## src/rtl/fsel_pkg.sv

```systemverilog
package fsel_pkg;

    typedef enum logic {
        SEL_ALL     = 1'b0,
        SEL_NONSPEC = 1'b1
    } sel_mode_e;

    function automatic sel_mode_e pick_mode(input logic dep, input logic any_nonspec_fit);
        return (dep && any_nonspec_fit) ? SEL_NONSPEC : SEL_ALL;
    endfunction

endpackage

```

## src/rtl/fsel_hist.sv

```systemverilog
module fsel_hist #(
    parameter int N     = 4,
    parameter int RES_W = 6,
    parameter int DEPTH = 4
) (
    input  logic               clk,
    input  logic               rst,
    input  logic [N-1:0]       done_valid,
    input  logic [N*RES_W-1:0] done_usage,
    output logic [N*RES_W-1:0] need
);
    for (genvar t = 0; t < N; t++) begin : g_thr
        logic [RES_W-1:0] samp [DEPTH];
        logic [RES_W-1:0] peak;

        always_ff @(posedge clk) begin
            if (rst) begin
                for (int k = 0; k < DEPTH; k++) samp[k] <= '0;
            end else if (done_valid[t]) begin
                samp[0] <= done_usage[t*RES_W +: RES_W];
                for (int k = 1; k < DEPTH; k++) samp[k] <= samp[k-1];
            end
        end

        always_comb begin
            peak = samp[0];
            for (int k = 1; k < DEPTH; k++)
                if (samp[k] > peak) peak = samp[k];
        end

        assign need[t*RES_W +: RES_W] = peak;
    end
endmodule

```

## src/rtl/fsel_elig.sv

```systemverilog
module fsel_elig
    import fsel_pkg::*;
#(
    parameter int N     = 4,
    parameter int RES_W = 6
) (
    input  logic [N-1:0]       thr_active,
    input  logic [N-1:0]       thr_spec,
    input  logic               dep_flag,
    input  logic [RES_W-1:0]   free_res,
    input  logic [N*RES_W-1:0] need,
    output logic [N-1:0]       elig,
    output logic [N-1:0]       cand
);
    sel_mode_e mode;

    for (genvar t = 0; t < N; t++) begin : g_fit
        assign elig[t] = thr_active[t] && (need[t*RES_W +: RES_W] <= free_res);
    end

    assign mode = pick_mode(dep_flag, |(elig & ~thr_spec));
    assign cand = (mode == SEL_NONSPEC) ? (elig & ~thr_spec) : elig;
endmodule

```

## src/rtl/fsel_arb.sv

```systemverilog
module fsel_arb #(
    parameter int N     = 4,
    parameter int CNT_W = 6
) (
    input  logic [N-1:0]       cand,
    input  logic [N*CNT_W-1:0] thr_icount,
    output logic [N-1:0]       grant
);
    logic [CNT_W-1:0] best_cnt;
    logic             found;

    always_comb begin
        grant    = '0;
        best_cnt = '0;
        found    = 1'b0;
        for (int t = 0; t < N; t++) begin
            if (cand[t] && (!found || thr_icount[t*CNT_W +: CNT_W] < best_cnt)) begin
                grant    = '0;
                grant[t] = 1'b1;
                best_cnt = thr_icount[t*CNT_W +: CNT_W];
                found    = 1'b1;
            end
        end
    end
endmodule

```

## src/rtl/fsel_top.sv

```systemverilog
module fsel_top #(
    parameter int N     = 4,
    parameter int CNT_W = 6,
    parameter int RES_W = 6,
    parameter int DEPTH = 4
) (
    input  logic               clk,
    input  logic               rst,
    input  logic [N-1:0]       thr_active,
    input  logic [N*CNT_W-1:0] thr_icount,
    input  logic [N-1:0]       thr_spec,
    input  logic               dep_flag,
    input  logic [RES_W-1:0]   free_res,
    input  logic [N-1:0]       done_valid,
    input  logic [N*RES_W-1:0] done_usage,
    output logic [N-1:0]       grant
);
    logic [N*RES_W-1:0] need;
    logic [N-1:0]       elig;
    logic [N-1:0]       cand;

    fsel_hist #(.N(N), .RES_W(RES_W), .DEPTH(DEPTH)) hist_i (
        .clk(clk), .rst(rst), .done_valid(done_valid),
        .done_usage(done_usage), .need(need)
    );

    fsel_elig #(.N(N), .RES_W(RES_W)) elig_i (
        .thr_active(thr_active), .thr_spec(thr_spec), .dep_flag(dep_flag),
        .free_res(free_res), .need(need), .elig(elig), .cand(cand)
    );

    fsel_arb #(.N(N), .CNT_W(CNT_W)) arb_i (
        .cand(cand), .thr_icount(thr_icount), .grant(grant)
    );
endmodule

```

## config.mk

```make
export PLATFORM = sky130hd
export DESIGN_NAME = fsel_top
export DESIGN_NICKNAME = d
export VERILOG_FILES = /design/src/rtl/fsel_pkg.sv /design/src/rtl/fsel_hist.sv /design/src/rtl/fsel_elig.sv /design/src/rtl/fsel_arb.sv /design/src/rtl/fsel_top.sv
export SDC_FILE = /design/constraint.sdc
export NUM_CORES = 1
export LEC_CHECK = 0
export CORE_ASPECT_RATIO = 0.9
export CORE_MARGIN = 2
export CORE_UTILIZATION = 40
export DETAILED_ROUTE_END_ITERATION = 6
export DONT_BUFFER_PORTS = 1
export SLEW_MARGIN = 20
export SYNTH_ARGS = -nofsm -noshare
export SYNTH_HDL_FRONTEND = slang
export SYNTH_SLANG_ARGS = --single-unit
```

## constraint.sdc

```tcl
create_clock -name clk -period 10.7 [get_ports clk]
set_clock_uncertainty 0.05 [all_clocks]
set_input_delay 0.535 -clock clk [delete_from_list [all_inputs] [get_ports clk]]
set_output_delay 0.535 -clock clk [all_outputs]
set_load 0.005 [all_outputs]
```

* Word-level counts from Yosys, hierarchy flattened
Memories as Yosys holds them, arrays and structs flattened.
Index checks and enable logic that the tools add are counted.
** Cells by class
- Reduce and logical (&&, ||, !) cells :: 15
- Bitwise gates (word level) :: 18
- Magnitude comparators :: 19
- Multiplexer cells :: 54
** Operators by type and width (count)
- $mux 6 :: 31
- $gt 6x6->1 :: 12
- $le 6x6->1 :: 4
- $mux 1 :: 19
- $lt 6x6->1 :: 3
- $mux 4 :: 4
- $or 1x1->1 :: 16
- $logic_and 1x1->1 :: 8
- $and 4x4->4 :: 1
- $not 4->4 :: 1
- $reduce_or 4->1 :: 1
- $logic_not 1->1 :: 3
- $logic_or 1x1->1 :: 3
** Storage, ports and cells
- Bits in writable memories :: 96
- Memories :: 4
- Word-level logic and storage cells :: 110
- Bits of input ports :: 69
- Register bits after elaboration :: 0
** Memories
- hist_i.g_thr[0].samp :: depth 4, width 6, rd ports 4, clocked after memory_dff 0, wr ports 4, RTL line fsel_hist.sv:13 : logic [RES_W-1:0] samp [DEPTH];
- hist_i.g_thr[1].samp :: depth 4, width 6, rd ports 4, clocked after memory_dff 0, wr ports 4, RTL line fsel_hist.sv:13
- hist_i.g_thr[2].samp :: depth 4, width 6, rd ports 4, clocked after memory_dff 0, wr ports 4, RTL line fsel_hist.sv:13
- hist_i.g_thr[3].samp :: depth 4, width 6, rd ports 4, clocked after memory_dff 0, wr ports 4, RTL line fsel_hist.sv:13

* Logic depth before layout (Yosys ltp)
An unclocked memory read counts as a cell.
- Depth in word-level cells :: 27
- Mapped depth :: 63
- Depth with buffers taken out :: 60

* Hierarchy
Synthesis repeated with hierarchy kept, for this count alone.
** Second synthesis, totals
- Cells, all modules :: 760
- Area total of the unflattened synthesis :: 7723.7 um^2
** By module, submodules not included
- fsel_hist :: times used 1, area each 6258.5 um^2, cells each 570
- fsel_arb :: times used 1, area each 764.5 um^2, cells each 103
- fsel_elig :: times used 1, area each 700.7 um^2, cells each 87

* Worst setup path after synthesis
Ideal clock, no wire load.
- Path type :: flip-flop to output port
- Start :: memory hist_i.g_thr[1].samp[1][1]
- End :: output port grant[0]
- Path slack :: -0.981 ns
- Arrival :: 11.096 ns
- Required time :: 10.115 ns
- Cell stages (with the launch flop) :: 63
- Cells stage by stage :: edfxtp_1 -> ha_1 -> nor2b_1 -> o21a_1 -> o21a_1 -> o21a_1 -> o21ai_0 -> a32oi_1 -> mux2i_1 -> ha_1 -> nor2b_1 -> o21a_1 -> o21ai_0 -> nand2b_1 -> a21oi_1 -> nor2b_1 -> o22ai_1 -> clkbuf_1 -> [... 27 more ...] -> ha_1 -> a21o_1 -> a21oi_1 -> o2111ai_1 -> nor2_2 -> a22oi_1 -> and3_1 -> buf_6 -> o22ai_1 -> ha_1 -> a21oi_1 -> nor2b_1 -> o21ai_0 -> nand2b_1 -> a211oi_1 -> nand2_1 -> a31oi_2 -> and4b_2
** RTL lines
- start: declaration :: RTL line fsel_hist.sv:13
- end: declaration :: RTL line fsel_top.sv:16 : output logic [N-1:0] grant

==> results by group <==
Run status
  – Status: finished with violations
  – Failing checks: negative setup slack

Setup path
  – Setup Crit Path Kind: flip-flop to primary output
  – Slowest cell on crit path: edfxtp_1
  – Critical Path Most Common Cell: o21a_1
  – CP Capture Type: primary output
  – WP data required: 10.12 ns
  – CP arrival: 11.03 ns
  – Critical Path Max Stage Delay: 0.39 ns
  – Worst Setup Start Kind: flip-flop
  – Crit Path Max Fanout: 6

Cells and area
  – Most frequent cells in the layout: buf_4 (111), ha_1 (98), and2_1 (97), edfxtp_1 (96), inv_1 (77)
  – Largest regs: hist_i.g_thr.samp (96)
  – Commonest non-fill, non-tap cell in the layout: buf_4
  – Filler instances: 1588
  – Nets: 1040
  – Max reg flops: 96
  – Number of inserted diodes: 0
  – P&R area growth vs syn: 26.19%
  – Final cell count without fillers: 1110
  – Final Util: 0.5188
  – Share of cells above drive strength 1: 0.2821
  – Largest reg by FF count: hist_i.g_thr.samp

Clocking
  – # H-tree levels: 3
  – Hold buffers post-CTS: 0
  – Reg clk slew, reported paths: 0.07 ns
  – CTS tree: built
  – CTS buffer count: 9
  – CTS sink cnt: 96
  – Clock root buffer: clkbuf_16
  – CTS Buffer Depth: 2
  – Worst skew pair latency: 0.36 ns

Global routing
  – Initial antenna violation count: 0
  – Largest net degree at the start of global routing: 25
  – Global route overflow: 0
  – Aggregate global-route resource usage: 0.1724
  – Vias in the first global route: 5868
  – First-pass GRT wire length: 28.00 mm

STA
  – Shortest period the worst path allows: 11.61 ns
  – Fin crit share: 1.085
  – Max Clock Freq: 86.12 MHz
  – Worst hold margin: 0.3210 ns
  – Max Slew Vio Count: 0
  – Finish-stage setup viols: 4
  – Slew @ Worst Pin: 0.7070 ns
  – Unrepaired setup endpoints after global routing: yes
  – Final Hold Viols: 0
  – Final worst setup slack: -0.9122 ns
  – Slew HR: 0.5265

Placement
  – Inst Count DP: 1051
  – Worst slack at placement: -0.8511 ns
  – DP HPWL: 12.69 mm
  – RePlAce Congestion: 0.9329
  – Port-buffer cells: 0

Synthesis
  – Yosys warns: 0
  – Synth Net Count: 925
  – Average size of a mapped cell: 10.22 µm²
  – Cell count after synthesis: 745
  – Synth unique cells: 63
  – Post-synthesis sequential area ratio: 0.3785
  – Post-synth EDFFs: 96
  – Dominant synthesized flop cell: edfxtp_1
  – Area leader, netlist: edfxtp_1
  – Seq cells post-synth: 96
  – Largest cells by area after synthesis: edfxtp_1 (38%), ha_1 (18%), and2_1 (8.0%)
  – Post-synth ARST share: 0
  – Post-synth top area share: 0.3785
  – Post-Syn Area: 7616 µm²

Floorplanning
  – Die extent in x: 149.5 µm
  – Core Box Area: 18520 µm²
  – Initial Utilization: 0.4111
  – # IOs: 73
  – Die area: 20160 µm²
  – FP Rows: 47
  – Die height: 134.9 µm

Power
  – Final Power: 1.795 mW
  – Pwr/cell area: 186.7 nW/µm²
  – Max VDD drop: 0.00009858 V
  – Pleak: 4.170 nW

Detailed routing
  – DR DRC count: 0
  – WL final: 17.51 mm
  – 1st-pass router iterations: 4
  – Routed Antenna Nets: 0
  – Via count of the routed design: 5843
  – Via density: 5.264
  – DR WL/cell: 15.77 µm
  – DRT iter0 DRCs: 278

Run
  – Max cap viols: 0

Worst hold path
  – Hold WC Path Type: input port to flip-flop
==> power breakdown <==
group          leakage [nW]  switching, mW  internal, mW
sequential             1.06         0.0197         0.442
clock                 0.139          0.146         0.181
combinational          2.97          0.481         0.525
==> cell type report <==
cell class | instances | area, µm² | share of cell area
clock inverter | 7 | 71.32 | 0.007421
inverter | 79 | 296.5 | 0.03086
tap | 245 | 306.5 | 0.03190
multi-input combinational | 555 | 4911 | 0.5110
clock buffer | 9 | 225.2 | 0.02343
sequential | 96 | 2883 | 0.3000
timing repair buffer | 119 | 917.1 | 0.09543
==> routing by layer <==
layer	part of all wire	up-vias	track usage
li1	-	2932	-
met1	0.45	2773	0.2226
met2	0.48	117	0.2903
met3	0.047	21	0.03142
met4	0.016	0	0.06085
met5	0	-	0
==> worst max-delay path, delay by kind of cell, from the launching register on <==
kind / cells / cell delay, ns
AO/OA/AOI/OAI: 29 / 4.71
AND/OR/NAND/NOR: 17 / 2.60
adder cells (fa/ha/maj): 7 / 1.71
multiplexers: 3 / 0.95
flip-flops: 1 / 0.39
buffers and inverters: 2 / 0.30
==> synth_stat cells (2+ instances only) <==
cell / n
a21o_1: 3
a32oi_1: 3
and3_1: 4
nor2_1: 11
ha_1: 111
nor3_1: 2
nand2b_1: 16
mux2_2: 11
a21oi_2: 5
a41oi_1: 3
edfxtp_1: 96
a22oi_1: 2
clkbuf_1: 14
nand3_1: 5
nor4_1: 3
and2_1: 97
a21oi_1: 27
o2bb2ai_1: 15
and4_1: 3
nor2b_1: 25
or2_2: 4
inv_1: 78
a221oi_1: 2
nand2_1: 50
nand4_1: 12
o21ai_0: 34
o21a_1: 33
mux2i_1: 30
o22ai_1: 12
==> per-stage QoR <==
stage | area, µm² | TNS (ns)
after floorplan | 7720 | -0.5935
after global placement | 8503 | -1.383
after detailed placement | 8503 | -3.267
after CTS | 9124 | -3.018
after global routing | 9610 | -6.323
final | 9610 | -3.481
==> timing repair <==
action                                  in CTS  in global routing
endpoints found under the setup margin       4                  4
cloned                                       1                  0
buffers inserted                            27                 16
gates resized for setup                     29                 62
pin swaps                                   18                 37
endpoints found under the hold margin        0                  0
==> path summary, 6_finish.rpt <==
kind / end / startpoint / depth (start not counted) / slack, ns
min: hist_i.g_thr[2].samp[0][3]$_SDFFCE_PN0P_ / done_usage[15] / 1 / 0.32
min reg2reg: hist_i.g_thr[2].samp[3][0]$_SDFFCE_PN0P_ / hist_i.g_thr[2].samp[2][0]$_SDFFCE_PN0P_ / 1 / 0.52
max reg2reg: hist_i.g_thr[0].samp[2][1]$_SDFFCE_PN0P_ / hist_i.g_thr[0].samp[1][1]$_SDFFCE_PN0P_ / 2 / 9.67
max: grant[0] / hist_i.g_thr[3].samp[1][1]$_SDFFCE_PN0P_ / 58 / -0.91
==> cells by family (layout without fill, tap and decap cells) <==
kind of cell,count (synthesis),in the layout,synth area share
buffers and inverters,94,214,0.04731
and+or+nand+nor,243,243,0.1858
muxes,42,42,0.05766
AOI/OAI and AO/OA,159,159,0.1484
DFF,96,96,0.3785
adders and majority gates,111,111,0.1824
(Power assumes the default switching activity.)
